**config.mk**
```make
export PLATFORM = sky130hd
export DESIGN_NAME = adc_cfg_ctrl
export DESIGN_NICKNAME = d
export VERILOG_FILES = /design/src/rtl/acc_pkg.sv /design/src/rtl/acc_sync.sv /design/src/rtl/acc_timer.sv /design/src/rtl/acc_spi_shift.sv /design/src/rtl/adc_cfg_ctrl.sv
export SDC_FILE = /design/constraint.sdc
export NUM_CORES = 1
export LEC_CHECK = 0
export BUFFER_PORTS_ARGS = -buffer_cell sky130_fd_sc_hd__buf_2
export CAP_MARGIN = 20
export CORE_UTILIZATION = 54
export DETAILED_ROUTE_END_ITERATION = 16
export PLACE_DENSITY = 0.71
export SLEW_MARGIN = 20
export SYNTH_ARGS = -nofsm -noshare
export SYNTH_HDL_FRONTEND = slang
export SYNTH_HIERARCHICAL = 1
export SYNTH_SLANG_ARGS = --single-unit
export TNS_END_PERCENT = 30
```
**constraint.sdc**
```tcl
create_clock -name clk -period 4.9 [get_ports clk]
set_input_delay 0.49 -clock clk [delete_from_list [all_inputs] [get_ports clk]]
set_output_delay 0.49 -clock clk [all_outputs]
set_load 0.02 [all_outputs]
```
**src/rtl/acc_pkg.sv**
```systemverilog
package acc_pkg;

    typedef enum logic [2:0] {
        ST_PD_HOLD,
        ST_WAIT_HI,
        ST_WAIT_LO,
        ST_IDLE,
        ST_WR_FRM,
        ST_RD_CMD,
        ST_RD_WAIT,
        ST_RD_BYTE
    } ctl_state_e;

    localparam logic [1:0] HOP_WRITE = 2'd0;
    localparam logic [1:0] HOP_READ  = 2'd1;
    localparam logic [1:0] HOP_PROBE = 2'd2;

    localparam int         OPC_W  = 4;
    localparam int         DATA_W = 8;
    localparam logic [3:0] DEV_WR = 4'hC;
    localparam logic [3:0] DEV_RD = 4'h3;

endpackage

```
**src/rtl/acc_sync.sv**
```systemverilog
module acc_sync #(
    parameter int STAGES = 2
) (
    input  logic clk,
    input  logic rst_n,
    input  logic d,
    output logic q
);
    logic [STAGES-1:0] chain;

    always_ff @(posedge clk or negedge rst_n) begin
        if (!rst_n) chain <= '0;
        else        chain <= {chain[STAGES-2:0], d};
    end

    assign q = chain[STAGES-1];
endmodule

```
**src/rtl/acc_timer.sv**
```systemverilog
module acc_timer #(
    parameter int W = 8
) (
    input  logic         clk,
    input  logic         rst_n,
    input  logic         clear,
    output logic [W-1:0] count
);
    always_ff @(posedge clk or negedge rst_n) begin
        if (!rst_n)                count <= '0;
        else if (clear)            count <= '0;
        else if (count != {W{1'b1}}) count <= count + 1'b1;
    end
endmodule

```
**src/rtl/acc_spi_shift.sv**
```systemverilog
module acc_spi_shift #(
    parameter int FRAME_W   = 16,
    parameter int RX_W      = 8,
    parameter int SCLK_HALF = 4
) (
    input  logic                         clk,
    input  logic                         rst_n,
    input  logic                         start,
    input  logic [$clog2(FRAME_W+1)-1:0] nbits,
    input  logic [FRAME_W-1:0]           word,
    input  logic                         miso,
    output logic                         cs_n,
    output logic                         sclk,
    output logic                         mosi,
    output logic [RX_W-1:0]              rx,
    output logic                         done
);
    localparam int PH_W = (SCLK_HALF > 1) ? $clog2(SCLK_HALF) : 1;
    localparam int NB_W = $clog2(FRAME_W+1);

    logic               active, tail;
    logic [PH_W-1:0]    ph;
    logic [NB_W-1:0]    bitc;
    logic [FRAME_W-1:0] sh;

    always_ff @(posedge clk or negedge rst_n) begin
        if (!rst_n) begin
            active <= 1'b0;
            tail   <= 1'b0;
            ph     <= '0;
            bitc   <= '0;
            sh     <= '0;
            rx     <= '0;
            cs_n   <= 1'b1;
            sclk   <= 1'b0;
            done   <= 1'b0;
        end else begin
            done <= 1'b0;
            if (start) begin
                active <= 1'b1;
                tail   <= 1'b0;
                cs_n   <= 1'b0;
                sclk   <= 1'b0;
                sh     <= word;
                bitc   <= '0;
                ph     <= '0;
            end else if (active) begin
                if (ph == PH_W'(SCLK_HALF-1)) begin
                    ph <= '0;
                    if (tail) begin
                        active <= 1'b0;
                        cs_n   <= 1'b1;
                        done   <= 1'b1;
                    end else if (!sclk) begin
                        sclk <= 1'b1;
                        rx   <= {rx[RX_W-2:0], miso};
                    end else begin
                        sclk <= 1'b0;
                        if (bitc == nbits - 1'b1) begin
                            tail <= 1'b1;
                        end else begin
                            bitc <= bitc + 1'b1;
                            sh   <= {sh[FRAME_W-2:0], 1'b0};
                        end
                    end
                end else begin
                    ph <= ph + 1'b1;
                end
            end
        end
    end

    assign mosi = active ? sh[FRAME_W-1] : 1'b0;
endmodule

```
**src/rtl/adc_cfg_ctrl.sv**
```systemverilog
module adc_cfg_ctrl
    import acc_pkg::*;
#(
    parameter int ADDR_W    = 4,
    parameter int HOLD_CYC  = 100000,
    parameter int TMO_CYC   = 200000,
    parameter int SCLK_HALF = 4,
    parameter int SYNC_STG  = 2
) (
    input  logic              clk,
    input  logic              rst_n,
    input  logic              cmd_valid,
    input  logic [1:0]        cmd_op,
    input  logic [ADDR_W-1:0] cmd_addr,
    input  logic [DATA_W-1:0] cmd_wdata,
    output logic [DATA_W-1:0] rd_data,
    output logic              rd_valid,
    output logic              busy,
    output logic              err,
    output logic              pd_n,
    output logic              cnv,
    output logic              cs_n,
    output logic              sclk,
    output logic              mosi,
    input  logic              ready,
    input  logic              miso
);
    localparam int FRAME_W = OPC_W + ADDR_W + DATA_W;
    localparam int NB_W    = $clog2(FRAME_W+1);
    localparam int MAXC    = (HOLD_CYC > TMO_CYC) ? HOLD_CYC : TMO_CYC;
    localparam int TW      = $clog2(MAXC+1) + 1;

    ctl_state_e state_q, state_d;

    logic               rdy_s;
    logic [TW-1:0]      cnt;
    logic               tmr_clr, hold_end, tmo;
    logic               accept, fail, spi_start, spi_done;
    logic [NB_W-1:0]    spi_nbits;
    logic [FRAME_W-1:0] spi_word;
    logic [DATA_W-1:0]  spi_rx;

    acc_sync #(.STAGES(SYNC_STG)) u_rdy_sync (
        .clk(clk), .rst_n(rst_n), .d(ready), .q(rdy_s)
    );

    acc_timer #(.W(TW)) u_timer (
        .clk(clk), .rst_n(rst_n), .clear(tmr_clr), .count(cnt)
    );

    acc_spi_shift #(
        .FRAME_W(FRAME_W), .RX_W(DATA_W), .SCLK_HALF(SCLK_HALF)
    ) u_spi (
        .clk(clk), .rst_n(rst_n), .start(spi_start), .nbits(spi_nbits),
        .word(spi_word), .miso(miso), .cs_n(cs_n), .sclk(sclk),
        .mosi(mosi), .rx(spi_rx), .done(spi_done)
    );

    assign hold_end = (cnt == TW'(HOLD_CYC-1));
    assign tmo      = (cnt == TW'(TMO_CYC-1));
    assign accept   = (state_q == ST_IDLE) && cmd_valid && (cmd_op != 2'd3);

    // state register
    always_ff @(posedge clk or negedge rst_n) begin
        if (!rst_n) state_q <= ST_PD_HOLD;
        else        state_q <= state_d;
    end

    // next-state logic
    always_comb begin
        state_d = state_q;
        unique case (state_q)
            ST_PD_HOLD: if (hold_end) state_d = ST_WAIT_HI;
            ST_WAIT_HI: begin
                if (rdy_s)    state_d = ST_WAIT_LO;
                else if (tmo) state_d = ST_IDLE;
            end
            ST_WAIT_LO: begin
                if (!rdy_s)   state_d = ST_IDLE;
                else if (tmo) state_d = ST_IDLE;
            end
            ST_IDLE: begin
                if (accept) begin
                    unique case (cmd_op)
                        HOP_WRITE: state_d = ST_WR_FRM;
                        HOP_READ:  state_d = ST_RD_CMD;
                        HOP_PROBE: state_d = ST_PD_HOLD;
                        default:   state_d = ST_IDLE;
                    endcase
                end
            end
            ST_WR_FRM:  if (spi_done) state_d = ST_IDLE;
            ST_RD_CMD:  if (spi_done) state_d = ST_RD_WAIT;
            ST_RD_WAIT: begin
                if (rdy_s)    state_d = ST_RD_BYTE;
                else if (tmo) state_d = ST_IDLE;
            end
            ST_RD_BYTE: if (spi_done) state_d = ST_IDLE;
            default:    state_d = ST_PD_HOLD;
        endcase
    end

    // state-derived outputs and strobes
    always_comb begin
        busy      = (state_q != ST_IDLE);
        pd_n      = (state_q != ST_PD_HOLD);
        cnv       = 1'b1;
        tmr_clr   = (state_d != state_q);
        spi_start = tmr_clr && ((state_d == ST_WR_FRM) || (state_d == ST_RD_CMD) ||
                                (state_d == ST_RD_BYTE));
        spi_nbits = (state_d == ST_RD_BYTE) ? NB_W'(DATA_W) : NB_W'(FRAME_W);
        if (state_q == ST_IDLE)
            spi_word = {(cmd_op == HOP_READ) ? DEV_RD : DEV_WR, cmd_addr,
                        (cmd_op == HOP_READ) ? {DATA_W{1'b0}} : cmd_wdata};
        else
            spi_word = '0;
        fail = ((state_q == ST_WAIT_HI) && !rdy_s && tmo) ||
               ((state_q == ST_WAIT_LO) &&  rdy_s && tmo) ||
               ((state_q == ST_RD_WAIT) && !rdy_s && tmo);
    end

    // result and error registers
    always_ff @(posedge clk or negedge rst_n) begin
        if (!rst_n) begin
            rd_data  <= '0;
            rd_valid <= 1'b0;
            err      <= 1'b0;
        end else begin
            rd_valid <= 1'b0;
            if ((state_q == ST_RD_BYTE) && spi_done) begin
                rd_data  <= spi_rx;
                rd_valid <= 1'b1;
            end
            if (fail)
                err <= 1'b1;
            else if ((state_d == ST_PD_HOLD) && (state_q != ST_PD_HOLD))
                err <= 1'b0;
        end
    end
endmodule

```
==> impl_metrics.xml <==
<?xml version="1.0" encoding="UTF-8"?>
<metrics>
  <group name="layout">
    <metric name="drive_above_1_share" unit="%">19.9</metric>
    <metric name="final_net_count" unit="">461</metric>
    <metric name="layout.cells.most_common_list" unit="">69 x sky130_fd_sc_hd__dfrtp_1, 43 x sky130_fd_sc_hd__nand2_1, 35 x sky130_fd_sc_hd__a21oi_1, 35 x sky130_fd_sc_hd__nor2_1, 33 x sky130_fd_sc_hd__buf_2</metric>
    <metric name="count_of_filler_cells_inserted_in_the_layout" unit="">585</metric>
    <metric name="layout_commonest_cell" unit="">sky130_fd_sc_hd__dfrtp_1</metric>
    <metric name="flow.area_growth_from_synthesis" unit="%">10.9</metric>
    <metric name="n_antenna_cell" unit="">0</metric>
    <metric name="layout.core_utilization" unit="%">63.1</metric>
    <metric name="stdcell_area" unit="sq um">4380</metric>
  </group>
  <group name="sta">
    <metric name="timing_hold_violations_final" unit="">0</metric>
    <metric name="finalClockSkew" unit="ns">0.00730</metric>
    <metric name="worst_pin_slew" unit="ns">0.898</metric>
    <metric name="rsz0062_at_grt" unit="">false</metric>
    <metric name="final-max-slew-violation-count" unit="">0</metric>
    <metric name="finalSetupTns" unit="ns">0</metric>
    <metric name="setup_viol" unit="">0</metric>
    <metric name="finalWorstPathRequiredPeriod" unit="ns">3.39</metric>
    <metric name="timing.hold.ws" unit="ns">0.152</metric>
    <metric name="timing.slew.headroom" unit="%">40.0</metric>
    <metric name="clock.fmax" unit="MHz">295</metric>
    <metric name="finalCritPeriodShare" unit="%">69.2</metric>
  </group>
  <group name="clocking">
    <metric name="clock_latency" unit="ns">0.34</metric>
    <metric name="cts_made_buffers" unit="">9</metric>
    <metric name="htree_num_levels" unit="">3</metric>
    <metric name="ctsLongestPathBuffers" unit="">2</metric>
    <metric name="post_cts.repair.setup_buffers" unit="">0</metric>
    <metric name="cts_tree" unit="">done</metric>
    <metric name="numClockSinks" unit="">70</metric>
    <metric name="post_cts_hold_buffer_count" unit="">0</metric>
    <metric name="post_cts_resized" unit="">0</metric>
    <metric name="clock_tree.root_cell" unit="">sky130_fd_sc_hd__clkbuf_8</metric>
    <metric name="clock_input_transition_at_the_sequential_cells_of_the_worst_setup_and_hold_paths" unit="ns">0.08</metric>
  </group>
  <group name="setup_path">
    <metric name="kind_of_critical_path" unit="">flip-flop to flip-flop</metric>
    <metric name="cp_cell_sequence" unit="">nor2b_1, a221o_1, a21oi_4, a211oi_1, a211o_1, a221oi_4, inv_1, o21a_1, a31oi_2, buf_4, nor2_1, a21oi_1</metric>
    <metric name="crit_path_max_incr_delay" unit="ns">0.72</metric>
    <metric name="critical_path_required" unit="ns">5.17</metric>
    <metric name="reg2reg_to" unit="">u_spi/sh[8]</metric>
    <metric name="reg2reg_slack" unit="ns">1.51</metric>
    <metric name="cp-end-kind" unit="">flip-flop</metric>
    <metric name="critical_path.max_fanout" unit="">32</metric>
    <metric name="buffer_and_inverter_count_on_the_worst_path" unit="">2</metric>
    <metric name="path_depth" unit="">12</metric>
    <metric name="worst_setup_sp_type" unit="">flip-flop</metric>
    <metric name="critical-path-top-delay-family" unit="">compound AO/OA/AOI/OAI gates</metric>
    <metric name="rr_startpoint" unit="">state_q[1]</metric>
    <metric name="startpoint" unit="">state_q[1]</metric>
    <metric name="cp-endpoint" unit="">u_spi/sh[8]</metric>
    <metric name="critical_path.slowest_cell" unit="">sky130_fd_sc_hd__dfrtp_1</metric>
    <metric name="worstPathArrival" unit="ns">3.66</metric>
    <metric name="r2r_cells" unit="">12</metric>
  </group>
  <group name="route">
    <metric name="route.detailed.drc" unit="">0</metric>
    <metric name="routed_wire_length_per_instance" unit="microns">14.7</metric>
    <metric name="final_antenna_net_count" unit="">0</metric>
    <metric name="wire_length_after_detailed_routing" unit="mm">7.94</metric>
    <metric name="detailroute.via_count" unit="">3071</metric>
    <metric name="number_of_vias_per_cell_after_detailed_routing" unit="">5.70</metric>
    <metric name="drtPass1Iterations" unit="">5</metric>
    <metric name="dr.first_iter.drc_count" unit="">139</metric>
  </group>
  <group name="floorplan">
    <metric name="top_level_port_count" unit="">35</metric>
    <metric name="floorplan.die_area" unit="sq um">7660</metric>
    <metric name="initial_utilization" unit="%">56.9</metric>
    <metric name="design.core.area" unit="sq um">6940</metric>
    <metric name="y_dimension_of_the_die" unit="microns">87.5</metric>
    <metric name="die_w" unit="microns">87.5</metric>
    <metric name="rows" unit="">30</metric>
  </group>
  <group name="yosys">
    <metric name="synth.lib_cells_used.distinct" unit="">73</metric>
    <metric name="synthesis.area_per_instance" unit="sq um">9.75</metric>
    <metric name="postSynth.asyncResetShare" unit="%">100</metric>
    <metric name="synthesis.instances" unit="">405</metric>
    <metric name="synth_flop_cell" unit="">sky130_fd_sc_hd__dfrtp_1</metric>
    <metric name="yosysSeqAreaShare" unit="%">44.4</metric>
    <metric name="number_of_synthesized_flops_with_an_enable_pin" unit="">0</metric>
    <metric name="ys.warnings.count" unit="">6</metric>
    <metric name="yosys_register_bits" unit="">70</metric>
    <metric name="mappedNetlistArea" unit="sq um">3950</metric>
  </group>
  <group name="place">
    <metric name="hpwl" unit="mm">5.54</metric>
    <metric name="dpl_cell_area" unit="sq um">4190</metric>
    <metric name="globalplace.congestion" unit="">0.860</metric>
    <metric name="port_buffers" unit="">33</metric>
  </group>
  <group name="global_routing">
    <metric name="global_route.usage.total" unit="%">22.8</metric>
    <metric name="globalRouteOverflowTotal" unit="">0</metric>
    <metric name="grt_pass1_wl" unit="mm">13.4</metric>
    <metric name="maximum_number_of_pins_on_one_net_before_global_route_repair" unit="">46</metric>
    <metric name="grt_antenna_before_repair" unit="">0</metric>
    <metric name="first_global_vias" unit="">2843</metric>
  </group>
  <group name="pwr">
    <metric name="total_leakage_power" unit="nW">2.00</metric>
    <metric name="cellPowerDensity" unit="nW/um^2">527</metric>
    <metric name="report.power.total" unit="W">0.00231</metric>
    <metric name="vdd.ir_drop.worst" unit="V">0.000269</metric>
  </group>
  <group name="flow_run">
    <metric name="cap_violations" unit="">0</metric>
  </group>
  <group name="worst_hold_path">
    <metric name="min-delay-path-class" unit="">primary input to async pin</metric>
  </group>
  <group name="outcome">
    <metric name="outcome" unit="">finished clean</metric>
  </group>
</metrics>
==> per-layer routing <==
| layer | up-vias | wire (microns) | track usage [%] |
|---|---|---|---|
| met5 | - | 0 | 0 |
| met4 | 0 | 82 | 8.94 |
| met3 | 7 | 236 | 3.41 |
| met2 | 55 | 3960 | 38.5 |
| met1 | 1505 | 3660 | 29.6 |
| li1 | 1504 | - | - |
==> synthesized netlist by cell type (all sizes together) (5+ instances only) <==
cell / n / area (sq um)
nand4: 8 / 77.6
nand3b: 5 / 37.5
and3: 9 / 56.3
a21oi: 38 / 216
xnor2: 8 / 70.1
nand2b: 6 / 37.5
o21ai: 7 / 35.0
or4: 6 / 45.0
mux2: 13 / 150
inv: 12 / 45.0
nand2: 43 / 161
buf: 12 / 81.3
and2: 11 / 70.1
dfrtp: 69 / 1730
nor2b: 8 / 50.1
nor3: 8 / 62.6
mux2i: 17 / 170
o31ai: 5 / 37.5
nand3: 15 / 80.1
clkbuf: 9 / 35.0
nor2: 35 / 131
==> cells by family after synthesis <==
kind of cell             share of synthesized area [%]
XOR/XNOR                                          2.82
buffers and inverters                             4.09
AO/OA/AOI/OAI                                     13.6
flip-flops                                        44.4
other                                            0.190
multiplexers                                      8.11
adder cells (fa/ha/maj)                           1.27
AND/OR/NAND/NOR                                   25.6
==> power breakdown <==
| group | internal [W] | switching, W |
|---|---|---|
| Sequential | 0.000737 | 0.000150 |
| Clock | 0.000237 | 0.000228 |
| Combinational | 0.000408 | 0.000548 |
==> cell type report <==
type                       count  area, sq um  share of cell area [%]
multi-input combinational    309         2080                    47.5
sequential                    70         1750                    40.0
timing repair buffer          36          188                    4.28
clock buffer                   9          124                    2.83
tap                           96          120                    2.74
clock inverter                 7         72.6                    1.66
inverter                      12         45.0                    1.03
==> registers in the layout, summed over array words and instances (netlist names) <==
name and count:
err 1, u_spi/done 1, u_spi/rx 8, rd_data 8
u_timer/count 19, u_spi/tail 1, rd_valid 1, u_spi/active 1
u_spi/bitc 5, u_rdy_sync/chain 2, u_spi/cs_n 1, u_spi/sclk 1
state_q 3, u_spi/ph 2, u_spi/sh 16
==> worst min path at each step <==
stage,startpoint,to
floorplan,rst_n,err
global placement,u_rdy_sync/chain[0],u_rdy_sync/chain[1]
detailed placement,u_rdy_sync/chain[0],u_rdy_sync/chain[1]
CTS,rst_n,u_timer/count[10]
global route,rst_n,u_timer/count[18]
finish,rst_n,u_timer/count[10]
==> stage by stage <==
stage	std cells	setup slack (ns)
after floorplan	412	1.78
after global placement	523	1.65
after detailed placement	523	1.55
after CTS	539	1.54
after global routing	539	1.19
final	539	1.51
(Power assumes the default switching activity.)
